==> config.mk <==
export PLATFORM = sky130hd
export DESIGN_NAME = flash_upd_seq
export DESIGN_NICKNAME = d
export VERILOG_FILES = /design/src/rtl/fus_pkg.sv /design/src/rtl/fus_regs.sv /design/src/rtl/fus_geom.sv /design/src/rtl/fus_stream.sv /design/src/rtl/flash_upd_seq.sv
export SDC_FILE = /design/constraint.sdc
export NUM_CORES = 1
export LEC_CHECK = 0
export CORE_ASPECT_RATIO = 0.8
export CORE_MARGIN = 2
export CORE_UTILIZATION = 35
export CTS_CLUSTER_SIZE = 14
export DETAILED_ROUTE_END_ITERATION = 6
export SYNTH_ARGS = -nofsm -noshare
export SYNTH_HDL_FRONTEND = slang
export SYNTH_HIERARCHICAL = 1
export SYNTH_SLANG_ARGS = --single-unit
export TNS_END_PERCENT = 5
==> constraint.sdc <==
create_clock -name clk_i -period 4.1 [get_ports clk_i]
set_input_delay 0.82 -clock clk_i [delete_from_list [all_inputs] [get_ports clk_i]]
set_output_delay 0.82 -clock clk_i [all_outputs]
set_load 0.05 [all_outputs]
==> src/rtl/fus_pkg.sv <==
package fus_pkg;
  typedef enum logic [1:0] {ST_IDLE, ST_ERASE, ST_PROG} st_e;

  // bit1 = device, bit0 = program (1) / erase (0)
  typedef struct packed {
    logic dev;
    logic prog;
  } fmode_t;
endpackage

==> src/rtl/fus_regs.sv <==
module fus_regs
  import fus_pkg::*;
#(
  parameter int REG_AW   = 7,
  parameter int BLK_W    = 16,
  parameter int MODE_OFS = 'h5C,
  parameter int FSEL_OFS = 'h58,
  parameter int BLK_OFS  = 'h64,
  parameter int TRIG_OFS = 'h6C
) (
  input  logic              clk_i,
  input  logic              rst_ni,
  input  logic              we_i,
  input  logic [REG_AW-1:0] addr_i,
  input  logic [BLK_W-1:0]  wdata_i,
  input  logic              busy_i,
  input  logic              done_i,
  output logic              mode_o,
  output fmode_t            fmode_o,
  output logic [BLK_W-1:0]  blk_o,
  output logic              start_o
);
  logic   mode_q, exit_pend_q, trig_q;
  fmode_t fmode_q;
  logic [BLK_W-1:0] blk_q;

  logic mode_wr, fsel_wr, blk_wr, trig_wr;
  assign mode_wr = we_i && (addr_i == REG_AW'(MODE_OFS));
  assign fsel_wr = we_i && (addr_i == REG_AW'(FSEL_OFS));
  assign blk_wr  = we_i && (addr_i == REG_AW'(BLK_OFS));
  assign trig_wr = we_i && (addr_i == REG_AW'(TRIG_OFS));

  // rising edge of the stored trigger bit, only when idle and in update mode
  assign start_o = trig_wr && wdata_i[0] && !trig_q && mode_q && !busy_i;

  always_ff @(posedge clk_i or negedge rst_ni) begin
    if (!rst_ni) begin
      mode_q      <= 1'b0;
      exit_pend_q <= 1'b0;
      trig_q      <= 1'b0;
      fmode_q     <= '0;
      blk_q       <= '0;
    end else begin
      if (trig_wr) trig_q <= wdata_i[0];
      if (fsel_wr) fmode_q <= fmode_t'(wdata_i[1:0]);
      if (blk_wr)  blk_q <= wdata_i;
      if (mode_wr) begin
        if (wdata_i[0]) begin
          mode_q      <= 1'b1;
          exit_pend_q <= 1'b0;
        end else if (busy_i && !done_i) begin
          exit_pend_q <= 1'b1;
        end else begin
          mode_q      <= 1'b0;
          exit_pend_q <= 1'b0;
        end
      end else if (done_i && exit_pend_q) begin
        mode_q      <= 1'b0;
        exit_pend_q <= 1'b0;
      end
    end
  end

  assign mode_o  = mode_q;
  assign fmode_o = fmode_q;
  assign blk_o   = blk_q;


  mode_hold_chk: assert property (@(posedge clk_i) disable iff (!rst_ni)
    busy_i && !done_i && mode_q |=> mode_q);
endmodule

==> src/rtl/fus_geom.sv <==
module fus_geom #(
  parameter int BLK_W  = 16,
  parameter int LEN_W  = 13,
  parameter int FL_AW  = 32,
  parameter int BLK_A  = 4224,
  parameter int BLK_B  = 4096
) (
  input  logic             dev_i,
  input  logic [BLK_W-1:0] blk_i,
  output logic [LEN_W-1:0] len_o,
  output logic [FL_AW-1:0] base_o
);
  assign len_o  = dev_i ? LEN_W'(BLK_B) : LEN_W'(BLK_A);
  assign base_o = FL_AW'(blk_i) * FL_AW'(len_o);
endmodule

==> src/rtl/fus_stream.sv <==
module fus_stream
  import fus_pkg::*;
#(
  parameter int LEN_W      = 13,
  parameter int FL_AW      = 32,
  parameter int BUF_AW     = 15,
  parameter int STAGE_BASE = 24576
) (
  input  logic              clk_i,
  input  logic              rst_ni,
  input  logic              start_i,
  input  logic              prog_i,
  input  logic              dev_i,
  input  logic [LEN_W-1:0]  len_i,
  input  logic [FL_AW-1:0]  base_i,
  output logic              busy_o,
  output logic              done_o,
  output logic              irq_o,
  output logic [BUF_AW-1:0] buf_addr_o,
  input  logic [7:0]        buf_rdata_i,
  output logic              fl_valid_o,
  input  logic              fl_ready_i,
  output logic              fl_prog_o,
  output logic              fl_dev_o,
  output logic [FL_AW-1:0]  fl_addr_o,
  output logic [7:0]        fl_data_o
);
  st_e              st_q;
  logic             dev_q, irq_q;
  logic [LEN_W-1:0] len_q, cnt_q;
  logic [FL_AW-1:0] base_q;
  logic             hs;

  assign fl_valid_o = (st_q != ST_IDLE);
  assign fl_prog_o  = (st_q == ST_PROG);
  assign fl_dev_o   = dev_q;
  assign fl_addr_o  = fl_prog_o ? base_q + FL_AW'(cnt_q) : '0;
  assign fl_data_o  = fl_prog_o ? buf_rdata_i : 8'h00;
  assign buf_addr_o = BUF_AW'(STAGE_BASE) + BUF_AW'(cnt_q);
  assign busy_o     = fl_valid_o;
  assign irq_o      = irq_q;

  assign hs     = fl_valid_o && fl_ready_i;
  assign done_o = hs && ((st_q == ST_ERASE) || (cnt_q == len_q - LEN_W'(1)));

  always_ff @(posedge clk_i or negedge rst_ni) begin
    if (!rst_ni) begin
      st_q   <= ST_IDLE;
      dev_q  <= 1'b0;
      len_q  <= '0;
      cnt_q  <= '0;
      base_q <= '0;
      irq_q  <= 1'b0;
    end else begin
      irq_q <= done_o;
      if (start_i) begin
        st_q   <= prog_i ? ST_PROG : ST_ERASE;
        dev_q  <= dev_i;
        len_q  <= len_i;
        base_q <= base_i;
        cnt_q  <= '0;
      end else if (done_o) begin
        st_q  <= ST_IDLE;
        cnt_q <= '0;
      end else if (hs) begin
        cnt_q <= cnt_q + LEN_W'(1);
      end
    end
  end


  valid_hold_chk: assert property (@(posedge clk_i) disable iff (!rst_ni)
    fl_valid_o && !fl_ready_i |=> fl_valid_o && $stable(fl_addr_o) && $stable(fl_prog_o));

  start_idle_chk: assert property (@(posedge clk_i) disable iff (!rst_ni)
    start_i |-> st_q == ST_IDLE);

  irq_idle_chk: assert property (@(posedge clk_i) disable iff (!rst_ni)
    irq_o |-> !busy_o);

  busy_fall_irq_chk: assert property (@(posedge clk_i) disable iff (!rst_ni)
    $fell(busy_o) |-> irq_o);
endmodule

==> src/rtl/flash_upd_seq.sv <==
module flash_upd_seq
  import fus_pkg::*;
#(
  parameter int REG_AW        = 7,
  parameter int BLK_W         = 16,
  parameter int PAGE_A        = 528,
  parameter int PAGE_B        = 512,
  parameter int PAGES_PER_BLK = 8,
  parameter int BUF_AW        = 15,
  parameter int STAGE_BASE    = 24576,
  parameter int FL_AW         = 32,
  parameter int MODE_OFS      = 'h5C,
  parameter int FSEL_OFS      = 'h58,
  parameter int BLK_OFS       = 'h64,
  parameter int TRIG_OFS      = 'h6C
) (
  input  logic              clk_i,
  input  logic              rst_ni,
  input  logic              reg_we_i,
  input  logic [REG_AW-1:0] reg_addr_i,
  input  logic [BLK_W-1:0]  reg_wdata_i,
  output logic              busy_o,
  output logic              irq_o,
  output logic              upd_mode_o,
  output logic [BUF_AW-1:0] buf_addr_o,
  input  logic [7:0]        buf_rdata_i,
  output logic              fl_valid_o,
  input  logic              fl_ready_i,
  output logic              fl_prog_o,
  output logic              fl_dev_o,
  output logic [FL_AW-1:0]  fl_addr_o,
  output logic [7:0]        fl_data_o
);
  localparam int BLK_A   = PAGE_A * PAGES_PER_BLK;
  localparam int BLK_B   = PAGE_B * PAGES_PER_BLK;
  localparam int BLK_MAX = (BLK_A > BLK_B) ? BLK_A : BLK_B;
  localparam int LEN_W   = $clog2(BLK_MAX + 1);

  fmode_t           fmode;
  logic [BLK_W-1:0] blk;
  logic             start, done;
  logic [LEN_W-1:0] len;
  logic [FL_AW-1:0] base;

  fus_regs #(
    .REG_AW(REG_AW), .BLK_W(BLK_W), .MODE_OFS(MODE_OFS),
    .FSEL_OFS(FSEL_OFS), .BLK_OFS(BLK_OFS), .TRIG_OFS(TRIG_OFS)
  ) u_regs (
    .clk_i(clk_i), .rst_ni(rst_ni), .we_i(reg_we_i), .addr_i(reg_addr_i),
    .wdata_i(reg_wdata_i), .busy_i(busy_o), .done_i(done),
    .mode_o(upd_mode_o), .fmode_o(fmode), .blk_o(blk), .start_o(start)
  );

  fus_geom #(
    .BLK_W(BLK_W), .LEN_W(LEN_W), .FL_AW(FL_AW), .BLK_A(BLK_A), .BLK_B(BLK_B)
  ) u_geom (
    .dev_i(fmode.dev), .blk_i(blk), .len_o(len), .base_o(base)
  );

  fus_stream #(
    .LEN_W(LEN_W), .FL_AW(FL_AW), .BUF_AW(BUF_AW), .STAGE_BASE(STAGE_BASE)
  ) u_stream (
    .clk_i(clk_i), .rst_ni(rst_ni), .start_i(start), .prog_i(fmode.prog),
    .dev_i(fmode.dev), .len_i(len), .base_i(base), .busy_o(busy_o),
    .done_o(done), .irq_o(irq_o), .buf_addr_o(buf_addr_o),
    .buf_rdata_i(buf_rdata_i), .fl_valid_o(fl_valid_o), .fl_ready_i(fl_ready_i),
    .fl_prog_o(fl_prog_o), .fl_dev_o(fl_dev_o), .fl_addr_o(fl_addr_o),
    .fl_data_o(fl_data_o)
  );


  start_mode_chk: assert property (@(posedge clk_i) disable iff (!rst_ni)
    $rose(busy_o) |-> $past(upd_mode_o));
endmodule

# Word level (Yosys, flattened, before mapping)
# Cells that the tools add are included.
dict set report op_classes {
  add_sub_neg 4
  n_mul 1
  n_eq_ne 8
  n_mux 16
  n_reduce_logical 21
}
# cell count
set op_table {}
lappend op_table {{$mux W13} 3}
lappend op_table {{$mux W32} 1}
lappend op_table {{$add A29 B13 Y30} 1}
lappend op_table {{$mul A16 B13 Y29} 1}
lappend op_table {{$eq A7 B7 Y1 const B} 4}
lappend op_table {{$mux W8} 2}
lappend op_table {{$add A14 B14 Y15 const A} 1}
lappend op_table {{$add A13 B1 Y13 const B} 1}
lappend op_table {{$eq A13 B13 Y1} 1}
lappend op_table {{$sub A13 B1 Y13 const B} 1}
lappend op_table {{$logic_and A1 B1 Y1} 12}
lappend op_table {{$mux W1} 7}
lappend op_table {{$mux W2} 3}
lappend op_table {{$reduce_bool A2 Y1} 3}
lappend op_table {{$logic_not A1 Y1} 3}
lappend op_table {{$ne A3 B3 Y1 const B} 1}
lappend op_table {{$reduce_bool A3 Y1} 1}
lappend op_table {{$eq A2 B1 Y1 const B} 1}
lappend op_table {{$eq A2 B2 Y1 const B} 1}
lappend op_table {{$reduce_and A2 Y1} 1}
lappend op_table {{$logic_or A1 B1 Y1} 1}
dict set report word_totals {
  regBits 80
  input_bits 35
}

# Depth between registers and ports, before layout
# Gate-level depths: netlist of run 1.
dict set report logic_depth {
  word_depth 9
  depth_mapped 16
}

# Cells and area by module
# Netlist of run 1, hierarchy kept.
# mod instances cells_each area_each_um2 seq_area_each_um2
set by_module_without_submodules {}
lappend by_module_without_submodules {fus_stream 1 439 4172.8 1551.5}
lappend by_module_without_submodules {fus_geom 1 195 1506.4 0.0}
lappend by_module_without_submodules {fus_regs 1 60 940.9 525.5}

# Least setup slack after synthesis of run 1
# OpenSTA, ideal clock, no wires.
dict set report synth_timing {
  path_type {reg2out}
  start {register u_stream.cnt_q[1]}
  end {output fl_addr_o[29]}
  arrival_ns 3.498
  required_ns 3.280
  setup_slack_ns -0.218
  stages_incl_launch_ff 10
  path_buffers 1
  path_cell_list {dfrtp_1 ha_1 a21o_1 a21oi_1 o21ai_0 or4b_2 a21boi_0 buf_2 nand4_1 mux2i_1}
}
dict set report synth_via {
  elab_chain_cells 2
}
# item line
set synth_rtl {}
lappend synth_rtl {{from (decl)} fus_stream.sv:30} ;# logic [LEN_W-1:0] len_q, cnt_q;
lappend synth_rtl {{from (signal assigned)} fus_stream.sv:66} ;# cnt_q <= cnt_q + LEN_W'(1);
lappend synth_rtl {{$add A29 B13 Y30} fus_stream.sv:37} ;# assign fl_addr_o = fl_prog_o ? base_q + FL_AW'(cnt_q) : '0;
lappend synth_rtl {{$mux W32} fus_stream.sv:37}
lappend synth_rtl {{to (decl)} flash_upd_seq.sv:31} ;# output logic [FL_AW-1:0] fl_addr_o,
# No other way between the ends.

# Worst setup path in the final report of run 1
dict set report layout_timing {
  start {register u_stream.cnt_q[7]}
  end {output fl_addr_o[9]}
}
# Same word-level chain as after synthesis.

==> results by group, run 1 <==
Clocking
  • Worst skew pair latency: about 0.35 ns
  • TritonCTS clock tree: yes
  • Post-CTS setup buffer count: 0
  • Maximum level of the CTS H-tree: 3
  • Clk Tree Root Cell: sky130_fd_sc_hd__clkbuf_16
  • Clock buffers created by TritonCTS: 9
  • Clk sink count: 83
  • Clock Path Buffers: 2
  • Clock-pin transition on the worst setup and hold timing paths: 0.07 ns

Placement
  • Weighted congestion at the end of routability-driven global placement: 0.812
  • Port Buffer Count: between 90 and 100
  • Detailed placer's ending HPWL: roughly 12000 um

Pwr
  • Max rail drop VDD: about 0.18 mV
  • Fraction of power consumed by combinational cells: 11.8%
  • P_sw: 0.482 mW
  • Internal: about 1.5 mW
  • Leakage: 4.02 nW
  • Sequential share of power: 45.0%
  • Clk pwr share: 43.2%
  • Cell area power density: between 200 and 250 mW/mm2
  • Net switching share of the total power: 24.9%

Timing
  • Final Max Slew Viols: 0
  • RSZ-0062 raised after global routing: no
  • Number of hold violations in the final report: 0
  • Crit path time final: 3.84 ns
  • Least-Margin Pin Slew: 0.859 ns
  • Relative slew margins: 42.7%
  • F_max: between 200 and 300 MHz
  • Setup Skew: 0.00993 ns
  • Final setup violating endpoints: 0
  • Worst hold slack: between 0.5 and 0.6 ns
  • Period utilization: between 90% and 100%

Setup path
  • CP startpoint: u_stream/cnt_q[7]$_DFFE_PN0P_
  • R2R Setup Slk: 0.51 ns
  • Worst-case reg-to-reg path depth: 14
  • Crit path depth: 8
  • Slowest Stage Delay on Critical Path: 0.82 ns
  • CP required: 3.28 ns
  • Sum of buffers and inverters on the critical path: 1
  • Crit Reg-Reg Startpoint: u_regs/fmode_o[1]$_DFFE_PN0P_
  • Sort of element at the end of the critical path: output port
  • Slowest cell on the critical path: sky130_fd_sc_hd__clkdlybuf4s50_1
  • Critical path launch point type: flip-flop
  • Critical path type: reg -> out
  • CP arrival: 3.02 ns
  • End point of the critical path: fl_addr_o[9]
  • Highest net fanout along the worst path: 6
  • Capturing point of the worst reg2reg path: u_stream/base_q[26]$_DFFE_PN0P_
  • Cell Chain, Critical Path: ha_1 -> or3_1 -> nor3_1 -> o21ai_1 -> a21oi_1 -> xor2_1 -> nor2_1 -> clkdlybuf4s50_1
  • Family with the most delay on the worst path: buffers and inverters

Detailed routing
  • Total detailed-routing wirelength: roughly 15000 um
  • Ratio of routed vias to standard cells: 4.88
  • DRC violation count after routing: 0
  • Remaining antenna violation count: 0
  • Vias after detailed routing: ~5100
  • First-iteration detailed-routing DRC count: 298
  • Average wire length per cell after detail routing: 14.6 um
  • DRT Pass-1 Iters: 5

Synthesis
  • Ys async rst share: 100%
  • Main combinational cell family by area after synthesis: simple AND/OR/NAND/NOR gates
  • Sequential cell area fraction in the yosys report: a little under a third
  • Library cells used by synthesis: 78
  • Most used DFF post-synth: sky130_fd_sc_hd__dfrtp_1
  • Number of flops mapped to enable cells by yosys: 0
  • Most common cell in the synthesized netlist: sky130_fd_sc_hd__dfrtp_1
  • Compound-cell area share of the yosys netlist: between 10% and 20%
  • Number of standard cells after synthesis: 694
  • Adder-cell share of the synthesized area: approximately a tenth
  • Post-synth top area cell: sky130_fd_sc_hd__dfrtp_1
  • Count of synthesis-stage warnings from yosys: 6
  • Synthesized-area fraction occupied by and/or/nand/nor cells: 19.7%
  • Leading cell types by total area after synthesis: sky130_fd_sc_hd__dfrtp_1 31%, sky130_fd_sc_hd__ha_1 9.8%, sky130_fd_sc_hd__mux2_2 8.7%
  • Synth Area in XOR/XNOR: 9.66%
  • Leading cell types by count after synthesis: 83 x sky130_fd_sc_hd__dfrtp_1, 54 x sky130_fd_sc_hd__nor2_1, 52 x sky130_fd_sc_hd__ha_1
  • Summed instance area of the synthesized netlist: 0.00662 mm2
  • Yosys top cell area share: a little under a third
  • Seq cells post-synth: 83
  • Synthesized area per cell: 9.54 um2
  • Portion of netlist area occupied by mux cells: 11.4%

Final layout
  • Final core area utilization: 44.5%
  • Post-layout net count: 868
  • Area occupied by registers: 0.00208 mm2
  • Footprint of the multi-input gates: roughly 0.0043 mm2
  • Antenna Diode Count: 0
  • Post-synthesis to final-layout area growth: 23.3%
  • Layout cells sized above 1: between 10% and 20%
  • Filler cell count in the final layout: 1794

Min path
  • Worst hold path class: reg -> reg
  • Hold wc startpoint: u_regs/trig_q$_DFFE_PN0P_

GRT
  • Global routing met3 resource utilization: under 10%
  • Via count of the first global-routing pass: 4628
  • GR met2 Demand/Resource: a little over 20%
  • Initial antenna violation count: 0
  • Met1 Resource Use GR: 24.9%
  • Gr busiest metal: met1
  • Overall global routing resource usage: 15.5%
  • Overflow after GRT: 0
  • Largest net degree at the start of global routing: slightly below 70
  • Wire length of the first global-routing pass: 24600 um

Floorplanning
  • Core Footprint: roughly 0.018 mm2
  • Die span in y: 127 um
  • Die W: 158 um
  • Area of the die: 0.0200 mm2
  • Standard-cell rows: 44
  • Count of boundary I/O pins: 96
  • Initial Utilization: 36.1%

Job
  • Max Cap Viol: 0

Run status
  • Run status: finished, final reports clean
[cells in the final DEF, fill, tap and decap left out, drive strengths merged, types with 18 or more instances in the layout]
master         synthesis  final
a21oi                 31     31
and3                  19     19
buf                   30     37
clkdlybuf4s50          0     69
conb                   3     24
dfrtp                 83     83
ha                    52     52
inv                   17     18
mux2                  61     61
nand2                 45     45
nor2                  54     54
nor3                  19     19
o21ai                 22     22
xnor2                 28     28
xor2                  45     45
[how the worst min path moves through the flow]
stage                                           endpoint  slack (ns)  cells past startpoint
after floorplan             u_stream/st_q[0]$_DFFE_PN0P_        0.46                      1
after global placement     u_stream/fl_dev_o$_DFFE_PN0P_        0.49                      1
after detailed placement       u_regs/trig_q$_DFFE_PN0P_        0.50                      1
after CTS                      u_regs/trig_q$_DFFE_PN0P_        0.51                      1
after global routing      u_stream/base_q[4]$_DFFE_PN0P_        0.53                      1
final                          u_regs/trig_q$_DFFE_PN0P_        0.51                      1
[power groups by stage]
stage	sequential, mW	clock [mW]	combinational [mW]
after floorplan	0.872	0	0.164
after global placement	0.888	0	0.226
after detailed placement	0.889	0	0.224
after CTS	0.873	0.866	0.231
after global routing	0.878	0.895	0.259
final	0.873	0.838	0.229
[area by class of cell]
class	count	share of cell area, %
Multi-Input combinational cell	560	52.1
Sequential cell	83	25.4
Timing Repair Buffer	107	14.0
Tap cell	253	3.88
Clock buffer	12	3.14
Inverter	18	0.828
Clock inverter	3	0.567
[what timing repair did]
action                     CTS  global route
hold buffers                 0             0
gates resized for setup      1             3
setup endpoints to repair    1             3
[metal layers]
metal	vias to the layer above	wire length (um)
met5	-	0
met4	0	140
met3	8	801
met2	140	5800
met1	2331	8350
li1	2581	-
[state kept, by name, indices dropped and copies added (netlist names)]
signal              count
u_regs/blk_o           16
u_regs/exit_pend_q      1
u_regs/fmode_o          2
u_regs/mode_o           1
u_regs/trig_q           1
u_stream/base_q        32
u_stream/cnt_q         13
u_stream/fl_dev_o       1
u_stream/irq_o          1
u_stream/len_q         13
u_stream/st_q           2
[worst reg2reg max path, cell delays in order (launching register included)]
cell	delay (ns)
sky130_fd_sc_hd__dfrtp_1	0.67
sky130_fd_sc_hd__nor2b_1	0.17
sky130_fd_sc_hd__xor2_1	0.18
sky130_fd_sc_hd__ha_1	0.21
sky130_fd_sc_hd__ha_1	0.18
sky130_fd_sc_hd__ha_1	0.28
sky130_fd_sc_hd__ha_1	0.17
sky130_fd_sc_hd__inv_1	0.06
sky130_fd_sc_hd__fa_1	0.43
sky130_fd_sc_hd__nor2b_4	0.13
sky130_fd_sc_hd__o21ai_2	0.06
sky130_fd_sc_hd__a211oi_2	0.27
sky130_fd_sc_hd__nor2_1	0.11
sky130_fd_sc_hd__o311a_1	0.30
sky130_fd_sc_hd__mux2_2	0.26
[logic make-up (layout without fill, tap and decap cells)]
group,Yosys count,in the layout
multiplexers,64,64
AND/OR/NAND/NOR,237,237
XOR/XNOR,73,73
other,3,24
buffers and inverters,72,140
adder cells (fa/ha/maj),54,54
flip-flops,83,83
AO/OA/AOI/OAI,108,108
[stage by stage]
stage	cells	TNS, ns	setup slack, ns	total power, mW	area, um2
global route	1036	0	0.0537	2.03	8160
detailed placement	1021	0	0.364	1.11	7850
finish	1036	0	0.263	1.94	8160
CTS	1036	0	0.0824	1.97	8150
global placement	1021	0	0.388	1.11	7850
floorplan	715	-0.00824	-0.00824	1.04	6710
Note: power is estimated with default switching activity, not from simulation.
==> run 2: changes to the inputs <==
- ABC_AREA: default -> 1
- CTS_CLUSTER_SIZE: 14 -> 10
==> results by group, run 2 <==
GRT
  • Overall global routing resource usage: ~17%
  • Wire length of the first global-routing pass: 30500 um
  • Overflow after GRT: 0
  • Via count of the first global-routing pass: 6109
  • Initial antenna violation count: 0
  • Largest net degree at the start of global routing: 73

Timing
  • Least-Margin Pin Slew: 0.875 ns
  • Period utilization: 94.3%
  • Total Neg Setup Slack: 0 ns
  • Relative slew margins: 41.7%
  • Setup Skew: 0.00729 ns
  • F_max: 259 MHz
  • Crit path time final: about 3.9 ns
  • RSZ-0062 raised after global routing: no
  • Number of hold violations in the final report: 0
  • Final setup violating endpoints: 0
  • Worst hold slack: 0.475 ns
  • Final Max Slew Viols: 0

Clocking
  • Clock-pin transition on the worst setup and hold timing paths: roughly 0.06 ns
  • Clk Tree Root Cell: sky130_fd_sc_hd__clkbuf_16
  • Clk sink count: just over 80
  • Post-CTS setup buffer count: 0
  • Worst skew pair latency: roughly 0.35 ns
  • Cts hold-fix bufs: 0
  • Maximum level of the CTS H-tree: 3
  • Resized Gates After CTS: 0
  • Clock buffers created by TritonCTS: 9
  • TritonCTS clock tree: yes
  • Clock Path Buffers: 2

Pwr
  • Leakage: 4.64 nW
  • Cell area power density: 210 mW/mm2
  • P_sw: a little over 0.5 mW
  • Fraction of power consumed by combinational cells: 13.0%
  • Clk pwr share: between 40% and 50%
  • Net switching share of the total power: 27.4%
  • Final total power: ~1.9 mW
  • Sequential share of power: a little under half
  • Internal: approximately 1.3 mW
  • Max rail drop VDD: around 0.16 mV

Setup path
  • Capturing point of the worst reg2reg path: u_stream/base_q[28]$_DFFE_PN0P_
  • Crit Reg-Reg Startpoint: u_regs/fmode_o[1]$_DFFE_PN0P_
  • Critical path launch point type: flip-flop
  • R2R Setup Slk: approximately 0.89 ns
  • Slowest Stage Delay on Critical Path: 0.82 ns
  • CP required: 3.28 ns
  • Highest net fanout along the worst path: 8
  • Slowest cell on the critical path: sky130_fd_sc_hd__clkdlybuf4s50_1
  • CP arrival: between 3 and 4 ns
  • Critical path type: reg -> out
  • Cell Chain, Critical Path: ha_1 -> a21oi_1 -> o21ai_0 -> a21oi_1 -> nand2_1 -> nand3_1 -> o21ai_0 -> a21oi_1 -> clkdlybuf4s50_1
  • Worst-case reg-to-reg path depth: 21
  • Sort of element at the end of the critical path: output port
  • Most numerous cell on the critical path: sky130_fd_sc_hd__a21oi_1

Min path
  • Hold Path Stages: 2
  • Hold wc startpoint: u_regs/trig_q$_DFFE_PN0P_
  • Worst hold path class: reg -> reg
  • Endpoint, Worst Hold: u_regs/trig_q$_DFFE_PN0P_

Final layout
  • Fin cells: 1428
  • Largest register by flop count: u_stream/base_q
  • Antenna Diode Count: 0
  • Commonest cells after routing, fill and taps aside: 317 x sky130_fd_sc_hd__nand2_1, 136 x sky130_fd_sc_hd__inv_1, 117 x sky130_fd_sc_hd__nor2_1, 83 x sky130_fd_sc_hd__dfrtp_1, 57 x sky130_fd_sc_hd__clkdlybuf4s50_1
  • Final core area utilization: 43.0%
  • Commonest non-fill, non-tap cell in the layout: sky130_fd_sc_hd__nand2_1
  • Post-synthesis to final-layout area growth: 21.1%
  • Post-layout net count: 1243
  • Layout cells sized above 1: 12.3%
  • Flip-flop count of the largest register after layout: 32

Floorplanning
  • Core Footprint: 0.0205 mm2
  • Standard-cell rows: 47
  • Die W: 165 um
  • Area of the die: 0.0220 mm2
  • Count of boundary I/O pins: 96
  • Initial Utilization: ~35%
  • Die span in y: between 100 and 150 um

Synthesis
  • Count of synthesis-stage warnings from yosys: 6
  • Post-synth top area cell: sky130_fd_sc_hd__dfrtp_1
  • Number of flops mapped to enable cells by yosys: 0
  • Summed instance area of the synthesized netlist: 0.00728 mm2
  • Sequential cell area fraction in the yosys report: 28.5%
  • Yosys top cell area share: 28.5%
  • Library cells used by synthesis: 43
  • Leading cell types by count after synthesis: 317 x sky130_fd_sc_hd__nand2_1, 136 x sky130_fd_sc_hd__inv_1, 118 x sky130_fd_sc_hd__nor2_1
  • Most common cell in the synthesized netlist: sky130_fd_sc_hd__nand2_1
  • Most used DFF post-synth: sky130_fd_sc_hd__dfrtp_1
  • Ys async rst share: 100%
  • Number of standard cells after synthesis: 1069
  • Seq cells post-synth: 83
  • Synthesized area per cell: 6.81 um2
  • Leading cell types by total area after synthesis: sky130_fd_sc_hd__dfrtp_1 29%, sky130_fd_sc_hd__nand2_1 16%, sky130_fd_sc_hd__ha_1 8.9%

Placement
  • Port Buffer Count: 93
  • Detailed placer's ending HPWL: 14100 um
  • Number of instances in the placed design: between 1000 and 1500
  • Weighted congestion at the end of routability-driven global placement: 0.861

Detailed routing
  • Remaining antenna violation count: 0
  • First-iteration detailed-routing DRC count: 409
  • DRC violation count after routing: 0
  • Vias after detailed routing: about 6500
  • Ratio of routed vias to standard cells: roughly 4.6
  • DRT Pass-1 Iters: 5
  • Total detailed-routing wirelength: between 15000 and 20000 um
  • Average wire length per cell after detail routing: 12.6 um

Job
  • Max Cap Viol: 0

Run status
  • Run status: finished, final reports clean
[run 2: worst max-delay path, delay by kind of cell, from the launching register on]
kind	cells	cell delay, ns
AO/OA/AOI/OAI	5	0.75
AND/OR/NAND/NOR	2	0.25
buffers and inverters	1	0.82
adder cells (fa/ha/maj)	1	0.40
flip-flops	1	0.48
[run 2: kinds of logic after synthesis]
| logic type | count (synthesis) | share of synthesized area [%] |
|---|---|---|
| DFF | 83 | 28.5 |
| and+or+nand+nor | 573 | 34.9 |
| other | 3 | 0.155 |
| xor gates and xnor gates | 38 | 5.09 |
| buffers and inverters | 192 | 12.0 |
| adders and majority gates | 54 | 9.48 |
| AOI/OAI and AO/OA | 126 | 9.88 |
[run 2: final cells by class]
cell class	count	area (um2)
Clock inverter	6	42.5
Clock buffer	10	229
Inverter	143	537
Timing Repair Buffer	102	1180
Sequential cell	83	2080
Fill cell	2118	11700
Multi-Input combinational cell	815	4420
Tap cell	269	337
[run 2: worst max-delay path by stage]
stage	startpoint	to	cells after the start
floorplan	u_stream/cnt_q[0]$_DFFE_PN0P_	fl_addr_o[18]	9
global placement	u_stream/cnt_q[2]$_DFFE_PN0P_	fl_addr_o[27]	11
detailed placement	u_stream/cnt_q[2]$_DFFE_PN0P_	fl_addr_o[27]	10
CTS	u_stream/cnt_q[2]$_DFFE_PN0P_	fl_addr_o[23]	10
global route	u_stream/cnt_q[8]$_DFFE_PN0P_	fl_addr_o[29]	9
finish	u_stream/cnt_q[8]$_DFFE_PN0P_	fl_addr_o[29]	9
[run 2: power by group through the flow]
stage	clock, mW	combinational (mW)	sequential [mW]
after floorplan	0	0.170	0.870
after global placement	0	0.242	0.873
after global routing	0.812	0.277	0.861
after detailed placement	0	0.240	0.873
final	0.757	0.241	0.857
after CTS	0.786	0.245	0.858
[run 2: through the flow]
| stage | cell area, um2 | setup slack [ns] |
|---|---|---|
| global route | 8820 | 0.0141 |
| floorplan | 7360 | 0.224 |
| CTS | 8810 | 0.152 |
| detailed placement | 8540 | 0.545 |
| global placement | 8540 | 0.591 |
| finish | 8820 | 0.233 |
[run 2: layer usage]
| layer | global-route usage [%] | wire length (um) | up-vias |
|---|---|---|---|
| met2 | 24.8 | 7090 | 183 |
| met5 | 0 | 0 | - |
| met3 | 2.79 | 1170 | 12 |
| met4 | 4.06 | 217 | 0 |
| li1 | - | - | 3468 |
| met1 | 26.6 | 9530 | 2854 |
